===== config.mk =====
export PLATFORM = sky130hd
export DESIGN_NAME = cwd_bank
export DESIGN_NICKNAME = d
export VERILOG_FILES = /design/src/rtl/cwd_pkg.sv /design/src/rtl/cwd_ctrl.sv /design/src/rtl/cwd_counter.sv /design/src/rtl/cwd_datapath.sv /design/src/rtl/cwd_bank.sv
export SDC_FILE = /design/constraint.sdc
export NUM_CORES = 2
export LEC_CHECK = 0
export ABC_CLOCK_PERIOD_IN_PS = 5000
export BUFFER_PORTS_ARGS = -buffer_cell sky130_fd_sc_hd__buf_4
export CORE_MARGIN = 5
export CORE_UTILIZATION = 60
export CTS_CLUSTER_DIAMETER = 60
export DETAILED_ROUTE_END_ITERATION = 10
export PLACE_DENSITY = 0.77
export SYNTH_ARGS = -nofsm -noshare
export SYNTH_HDL_FRONTEND = slang
export SYNTH_SLANG_ARGS = --single-unit

===== constraint.sdc =====
create_clock -name clk -period 5 [get_ports clk]
set_input_delay 1 -clock clk [delete_from_list [all_inputs] [get_ports clk]]
set_output_delay 1 -clock clk [all_outputs]
set_load 0.01 [all_outputs]

===== src/rtl/cwd_pkg.sv =====
package cwd_pkg;
  localparam int CNT_NUM   = 4;
  localparam int DATA_W    = 32;
  localparam int CNT_W     = 2 * DATA_W;
  localparam int ADDR_W    = 8;
  localparam int IDX_W     = ADDR_W - 4;
  localparam int PSC_W     = 8;
  localparam int PSC_MIN   = 2;
  localparam logic [1:0] MODE_HW   = 2'b11;
  localparam logic [3:0] TRIG_PREV = 4'd5;
  localparam logic [ADDR_W-1:0] SEL_ADDR = 8'h40;
  localparam logic [3:0] OFF_CTRL = 4'h0;
  localparam logic [3:0] OFF_LOW  = 4'h4;
  localparam logic [3:0] OFF_HIGH = 4'h8;

  typedef struct packed {
    logic [CNT_NUM-1:0] ctrlWr;
    logic [CNT_NUM-1:0] loWr;
    logic [CNT_NUM-1:0] hiWr;
    logic [CNT_NUM-1:0] loRd;
    logic               selWr;
    logic [DATA_W-1:0]  data;
  } strobe_t;
endpackage


===== src/rtl/cwd_ctrl.sv =====
module cwd_ctrl
  import cwd_pkg::*;
(
  input  logic                            clk,
  input  logic                            rstN,
  input  logic                            busWrEn,
  input  logic                            busRdEn,
  input  logic [ADDR_W-1:0]               busAddr,
  input  logic [DATA_W-1:0]               busWrData,
  input  logic [CNT_NUM-1:0][DATA_W-1:0]  ctrlWords,
  input  logic [CNT_NUM-1:0][DATA_W-1:0]  cntLow,
  input  logic [CNT_NUM-1:0][DATA_W-1:0]  holdHi,
  input  logic [CNT_NUM-1:0]              selVal,
  output strobe_t                         stb,
  output logic [DATA_W-1:0]               busRdData
);
  logic [IDX_W-1:0]  idx;
  logic [3:0]        off;
  logic [DATA_W-1:0] rdNext;

  assign idx = busAddr[ADDR_W-1:4];
  assign off = busAddr[3:0];

  // Address decode into per-counter strobes
  always_comb begin
    stb       = '0;
    stb.data  = busWrData;
    stb.selWr = busWrEn && (busAddr == SEL_ADDR);
    for (int n = 0; n < CNT_NUM; n++) begin
      if (idx == IDX_W'(n)) begin
        stb.ctrlWr[n] = busWrEn && (off == OFF_CTRL);
        stb.loWr[n]   = busWrEn && (off == OFF_LOW);
        stb.hiWr[n]   = busWrEn && (off == OFF_HIGH);
        stb.loRd[n]   = busRdEn && (off == OFF_LOW);
      end
    end
  end

  // Read multiplexer
  always_comb begin
    rdNext = '0;
    if (busRdEn) begin
      if (busAddr == SEL_ADDR)
        rdNext = {{(DATA_W-CNT_NUM){1'b0}}, selVal};
      for (int n = 0; n < CNT_NUM; n++) begin
        if (idx == IDX_W'(n)) begin
          case (off)
            OFF_CTRL: rdNext = ctrlWords[n];
            OFF_LOW:  rdNext = cntLow[n];
            OFF_HIGH: rdNext = holdHi[n];
            default:  rdNext = '0;
          endcase
        end
      end
    end
  end

  always_ff @(posedge clk or negedge rstN) begin
    if (!rstN) busRdData <= '0;
    else       busRdData <= rdNext;
  end

  // at most one register is written per cycle
  p_one_write_r2: assert property (@(posedge clk) disable iff (!rstN)
    $onehot0({stb.ctrlWr, stb.loWr, stb.hiWr, stb.selWr}));

  // select readback carries no bits above the counter count
  p_sel_upper_zero_r2: assert property (@(posedge clk) disable iff (!rstN)
    (busRdEn && !busWrEn && busAddr == SEL_ADDR) |=> (busRdData[DATA_W-1:CNT_NUM] == '0));
endmodule


===== src/rtl/cwd_counter.sv =====
module cwd_counter
  import cwd_pkg::*;
(
  input  logic              clk,
  input  logic              rstN,
  input  logic              ctrlWr,
  input  logic              loWr,
  input  logic              hiWr,
  input  logic              loRd,
  input  logic [DATA_W-1:0] wrData,
  input  logic              trigIn,
  output logic              endCnt,
  output logic [DATA_W-1:0] ctrlWord,
  output logic [DATA_W-1:0] cntLow,
  output logic [DATA_W-1:0] holdHi
);
  logic              enable;
  logic              active;
  logic [1:0]        mode;
  logic [3:0]        trigSrc;
  logic [PSC_W-1:0]  psc;
  logic [PSC_W-1:0]  pscCnt;
  logic [PSC_W-1:0]  effPsc;
  logic [CNT_W-1:0]  cnt;
  logic [CNT_W-1:0]  initVal;
  logic [DATA_W-1:0] hold;
  logic              tick;
  logic              trigHit;
  logic              startOne;

  assign effPsc   = (psc < PSC_W'(PSC_MIN)) ? PSC_W'(PSC_MIN) : psc;
  assign tick     = (pscCnt == effPsc - PSC_W'(1));
  assign endCnt   = active && (cnt == '0);
  assign trigHit  = enable && (mode == MODE_HW) && (trigSrc == TRIG_PREV) && trigIn;
  assign startOne = wrData[0] && !enable && (wrData[3:2] != MODE_HW);

  assign ctrlWord = {{(DATA_W-16){1'b0}}, psc, trigSrc, mode, active, enable};
  assign cntLow   = cnt[DATA_W-1:0];
  assign holdHi   = hold;

  always_ff @(posedge clk or negedge rstN) begin
    if (!rstN) begin
      enable  <= 1'b0;
      active  <= 1'b0;
      mode    <= '0;
      trigSrc <= '0;
      psc     <= '0;
      pscCnt  <= '0;
      cnt     <= '0;
      initVal <= '0;
      hold    <= '0;
    end else begin
      if (active) begin
        if (cnt == '0) begin
          active <= 1'b0;
        end else if (tick) begin
          cnt    <= cnt - CNT_W'(1);
          pscCnt <= '0;
        end else begin
          pscCnt <= pscCnt + PSC_W'(1);
        end
      end
      if (trigHit) begin
        cnt    <= initVal;
        active <= 1'b1;
        pscCnt <= '0;
      end
      if (ctrlWr) begin
        enable  <= wrData[0];
        mode    <= wrData[3:2];
        trigSrc <= wrData[7:4];
        psc     <= wrData[15:8];
        if (!wrData[0]) begin
          active <= 1'b0;
        end else if (startOne) begin
          cnt    <= initVal;
          active <= 1'b1;
          pscCnt <= '0;
        end
      end
      if (loWr) begin
        initVal[DATA_W-1:0] <= wrData;
        cnt[DATA_W-1:0]     <= wrData;
      end
      if (hiWr) begin
        initVal[CNT_W-1:DATA_W] <= wrData;
        cnt[CNT_W-1:DATA_W]     <= wrData;
      end
      if (loRd) hold <= cnt[CNT_W-1:DATA_W];
    end
  end

  // an end-count without reload or rewrite leaves the counter inactive
  p_end_drops_active_r6: assert property (@(posedge clk) disable iff (!rstN)
    (endCnt && !trigHit && !ctrlWr) |=> !active);

  // a hardware-trigger counter never starts on its own
  p_hw_waits_trigger_r7: assert property (@(posedge clk) disable iff (!rstN)
    ((mode == MODE_HW) && !active && !trigHit && !ctrlWr) |=> !active);

  // a running count moves by at most one step per clock
  p_step_one_r5: assert property (@(posedge clk) disable iff (!rstN)
    (active && cnt != '0 && !trigHit && !ctrlWr && !loWr && !hiWr)
      |=> ((cnt == $past(cnt)) || (cnt == $past(cnt) - CNT_W'(1))));

  // a control write without enable stops the counter
  p_disable_clears_r9: assert property (@(posedge clk) disable iff (!rstN)
    (ctrlWr && !wrData[0]) |=> (!active && !enable));
endmodule


===== src/rtl/cwd_datapath.sv =====
module cwd_datapath
  import cwd_pkg::*;
(
  input  logic                           clk,
  input  logic                           rstN,
  input  strobe_t                        stb,
  output logic [CNT_NUM-1:0][DATA_W-1:0] ctrlWords,
  output logic [CNT_NUM-1:0][DATA_W-1:0] cntLow,
  output logic [CNT_NUM-1:0][DATA_W-1:0] holdHi,
  output logic [CNT_NUM-1:0]             selVal,
  output logic                           wdogRst
);
  logic [CNT_NUM-1:0] endCnt;
  logic [CNT_NUM-1:0] selReg;

  genvar g;
  generate
    for (g = 0; g < CNT_NUM; g++) begin : gCnt
      cwd_counter uCnt (
        .clk      (clk),
        .rstN     (rstN),
        .ctrlWr   (stb.ctrlWr[g]),
        .loWr     (stb.loWr[g]),
        .hiWr     (stb.hiWr[g]),
        .loRd     (stb.loRd[g]),
        .wrData   (stb.data),
        .trigIn   (endCnt[(g + CNT_NUM - 1) % CNT_NUM]),
        .endCnt   (endCnt[g]),
        .ctrlWord (ctrlWords[g]),
        .cntLow   (cntLow[g]),
        .holdHi   (holdHi[g])
      );
    end
  endgenerate

  always_ff @(posedge clk or negedge rstN) begin
    if (!rstN) begin
      selReg  <= '0;
      wdogRst <= 1'b0;
    end else begin
      if (stb.selWr) selReg <= stb.data[CNT_NUM-1:0];
      wdogRst <= |(endCnt & selReg);
    end
  end

  assign selVal = selReg;

  // with no counter selected the reset output stays low
  p_no_sel_no_rst_r8: assert property (@(posedge clk) disable iff (!rstN)
    (selReg == '0) |=> !wdogRst);
endmodule


===== src/rtl/cwd_bank.sv =====
module cwd_bank
  import cwd_pkg::*;
(
  input  logic              clk,
  input  logic              rstN,
  input  logic              busWrEn,
  input  logic              busRdEn,
  input  logic [ADDR_W-1:0] busAddr,
  input  logic [DATA_W-1:0] busWrData,
  output logic [DATA_W-1:0] busRdData,
  output logic              wdogRst
);
  strobe_t                        stb;
  logic [CNT_NUM-1:0][DATA_W-1:0] ctrlWords;
  logic [CNT_NUM-1:0][DATA_W-1:0] cntLow;
  logic [CNT_NUM-1:0][DATA_W-1:0] holdHi;
  logic [CNT_NUM-1:0]             selVal;

  cwd_ctrl uCtrl (
    .clk       (clk),
    .rstN      (rstN),
    .busWrEn   (busWrEn),
    .busRdEn   (busRdEn),
    .busAddr   (busAddr),
    .busWrData (busWrData),
    .ctrlWords (ctrlWords),
    .cntLow    (cntLow),
    .holdHi    (holdHi),
    .selVal    (selVal),
    .stb       (stb),
    .busRdData (busRdData)
  );

  cwd_datapath uDp (
    .clk       (clk),
    .rstN      (rstN),
    .stb       (stb),
    .ctrlWords (ctrlWords),
    .cntLow    (cntLow),
    .holdHi    (holdHi),
    .selVal    (selVal),
    .wdogRst   (wdogRst)
  );
endmodule


==> impl_metrics.toml <==
[finish]
layout.nets = 4343
fillers = 5054
area_growth_pct = 12.1
drive_gt1_share_pct = 13.2
fin_cells = 5217

[clock_network]
clockBufferDepth = 3
cts_root_buf = "clkbuf_16"
cts_buffers = 82
clock_latency_ns = 0.64
cts_tree = "built"
post-cts-setup-buffers = 0
clock_sinks = 773
hold_buffers = 0
clk_pin_slew_worst_paths_ns = 0.06
cts_max_level = 3
post_cts_resized = 0

[critical_path]
reg2reg_slack_ns = 0.40
cp_data_required_time_ns = 5.57
worstSetupPathType = "reg -> reg"
crit_chain = "or4_1 > o41ai_2 > ha_1 > nor3b_1 > xnor2_1 > or4b_2 > a2111o_1 > or3_1 > or4_1 > a21oi_1 > a221o_1"
cp_slowest_cell = "or4b_2"
critPathBufInv = 0
slowest_delay_ns = 0.69
cp_max_fo = 8
timing.rr.end = "uDp.gCnt[2].uCnt.cnt[51]"
r2r-start = "uDp.gCnt[2].uCnt.psc[3]"
startpoint_type = "flip-flop"
end_kind = "flip-flop"
path_common_cell = "or4_1"
cpLargestDelayFamily = "simple AND/OR/NAND/NOR gates"
r2r_cells = 11
crit_arrival_ns = 5.17

[synthesis]
yosysTopAreaCellShare_pct = 49.0
synthXorXnorAreaFrac_pct = 4.05
synthFlopType = "dfrtp_1"
yosys.area_share.simple_pct = 21.3
synth.net_count = 4347
synthMuxAreaShare_pct = 5.41
ys_seq_area_share_pct = 49.0
avgSynthCellArea_sq_um = 9.20
synth_top_cell_by_area = "dfrtp_1"
synth_adder_area_share_pct = 0.381
synth_top_family_by_area = "simple AND/OR/NAND/NOR gates"
synth_most_common_cell = "nand2_1"
yosysUniqueCellTypes = 78
synth_area_leaders = "dfrtp_1, nand2_1, o21ai_0"
synth.ff_latch_count = 773
ys_top_cells_by_count = "nand2_1, dfrtp_1, o21ai_0, clkbuf_1, nor2_1"
synth_async_sr_flop_share_pct = 100
synth_cells = 4291
synth_edf_count = 0
synth_compound_area_share_pct = 16.5
synthesis.area_sq_mm = 0.0395
yosysWarnings = 0

[global_route]
grt_first_pass_wirelength_microns = 211000
grtUsageTotal_pct = 39.0
overflow = 0
grt_max_degree = 111
antenna_found_initial = 7
grt.busiest_layer = "met1"
grt_util_met1_pct = 54.4
use_met3_pct = 14.6
use_met2_pct = 53.2
grt_pass1_vias = 33800

[route]
wire_per_inst_microns = 27.0
drc = 0
first_pass_iters = 9
num_vias = 36100
drtIter0Drc = 5542
wl_microns = 141000
antenna_left = 0
viasPerCell = 6.92

[placed_design]
place_hpwl_microns = 94000
routabilityCongestion = 1.04
port_buffers = 76
dp_cells = 5067

[sta]
period_needed_ns = 4.60
finalCritPeriodShare_pct = 92.1
setup_tns_ns = 0
slew_violations = 0
maxSlewHeadroom_pct = 18.9
tightest_slew_ns = 1.22
setup_viol = 0
rsz0062_at_grt = "no"
hold_viol = 0
fmax_mhz = 217
skew_ns = 0.0355

[power]
ir_drop_uv = 316
power_density_mw_per_mm2 = 368
p_total_w = 0.0163
total_leakage_power_nw = 19.4

[job]
maxCapViolCount = 0

[min_path]
hp-class = "in -> async"

[floorplan]
core_sq_mm = 0.0655
die-height_microns = 266
die_x_microns = 266
start_util_pct = 60.2
rows = 94
io_pins = 77
dieArea_sq_mm = 0.0710

[outcome]
status = "finished clean"
==> cell families (layout without fill, tap and decap cells) <==
kind of cell	Yosys count	in the layout
buffers and inverters	342	402
xor gates and xnor gates	181	181
AOI/OAI and AO/OA	990	990
DFF	773	773
other	0	2
and+or+nand+nor	1799	1799
muxes	194	194
adders and majority gates	12	12
==> worst max-delay path by stage <==
stage                       startpoint                       end  slack [ns]  cells past startpoint
3_3_place_gp   uDp.gCnt[2].uCnt.psc[4]  uDp.gCnt[2].uCnt.cnt[51]        0.58                     11
2_1_floorplan  uDp.gCnt[2].uCnt.psc[5]  uDp.gCnt[2].uCnt.cnt[51]        0.81                     12
6_report       uDp.gCnt[2].uCnt.psc[3]  uDp.gCnt[2].uCnt.cnt[51]        0.40                     11
5_1_grt        uDp.gCnt[2].uCnt.psc[3]  uDp.gCnt[2].uCnt.cnt[51]        0.28                     11
3_5_place_dp   uDp.gCnt[2].uCnt.psc[3]  uDp.gCnt[2].uCnt.cnt[51]        0.56                     11
4_1_cts        uDp.gCnt[2].uCnt.psc[3]  uDp.gCnt[2].uCnt.cnt[51]        0.46                     11
==> power by group <==
group / leakage (nW) / internal [W] / switching, W
Combinational: 7.98 / 0.000855 / 0.00131
Clock: 1.45 / 0.00402 / 0.00264
Sequential: 9.95 / 0.00677 / 0.000678
Total: 19.4 / 0.0116 / 0.00462
==> through the flow <==
step	setup WS (ns)	utilization (%)	cell area, sq um	hold slack, ns
2_1_floorplan	0.812	-	39500	0.434
3_3_place_gp	0.576	63.1	41300	0.447
3_5_place_dp	0.558	63.1	41300	0.452
4_1_cts	0.459	67.5	44200	0.467
5_1_grt	0.277	67.5	44200	0.485
6_report	0.396	67.5	44200	0.466
==> area by class of cell <==
| type | instances | area (sq um) | area share, % |
|---|---|---|---|
| antenna | 2 | 5.00 | 0.0113 |
| clock buffer | 110 | 2350 | 5.31 |
| clock inverter | 38 | 562 | 1.27 |
| inverter | 53 | 199 | 0.450 |
| multi-input combinational | 3176 | 19000 | 43.0 |
| sequential | 773 | 19300 | 43.7 |
| tap | 864 | 1080 | 2.44 |
| timing repair buffer | 201 | 1690 | 3.82 |
==> routing by layer <==
metal / share of wire, % / vias to the layer above
met4: 6.7 / 16
li1: - / 15500
met3: 15 / 489
met2: 41 / 2536
met5: 0.072 / -
met1: 38 / 17500
==> state kept, by name, summed over array words and instances, names as in the netlist <==
signal,count
uCtrl.busRdData,32
uDp.gCnt.uCnt.active,4
uDp.gCnt.uCnt.cnt,256
uDp.gCnt.uCnt.enable,4
uDp.gCnt.uCnt.holdHi,128
uDp.gCnt.uCnt.initVal,256
uDp.gCnt.uCnt.mode,8
uDp.gCnt.uCnt.psc,32
uDp.gCnt.uCnt.pscCnt,32
uDp.gCnt.uCnt.trigSrc,16
uDp.selVal,4
uDp.wdogRst,1
==> cells in the final DEF (no fill, tap or decap), drive strengths merged, types with 39 or more instances in the layout <==
cell,instances
a21oi,119
a221oi,46
a22oi,66
and3,40
buf,201
clkbuf,110
dfrtp,773
inv,57
mux2,155
mux2i,39
nand2,865
nand3,104
nand4,55
nor2,208
nor3,183
nor4,116
o211ai,61
o21ai,358
o22ai,54
or3,58
or4,54
xnor2,100
xor2,80
Power figures use the tool's default switching activity.
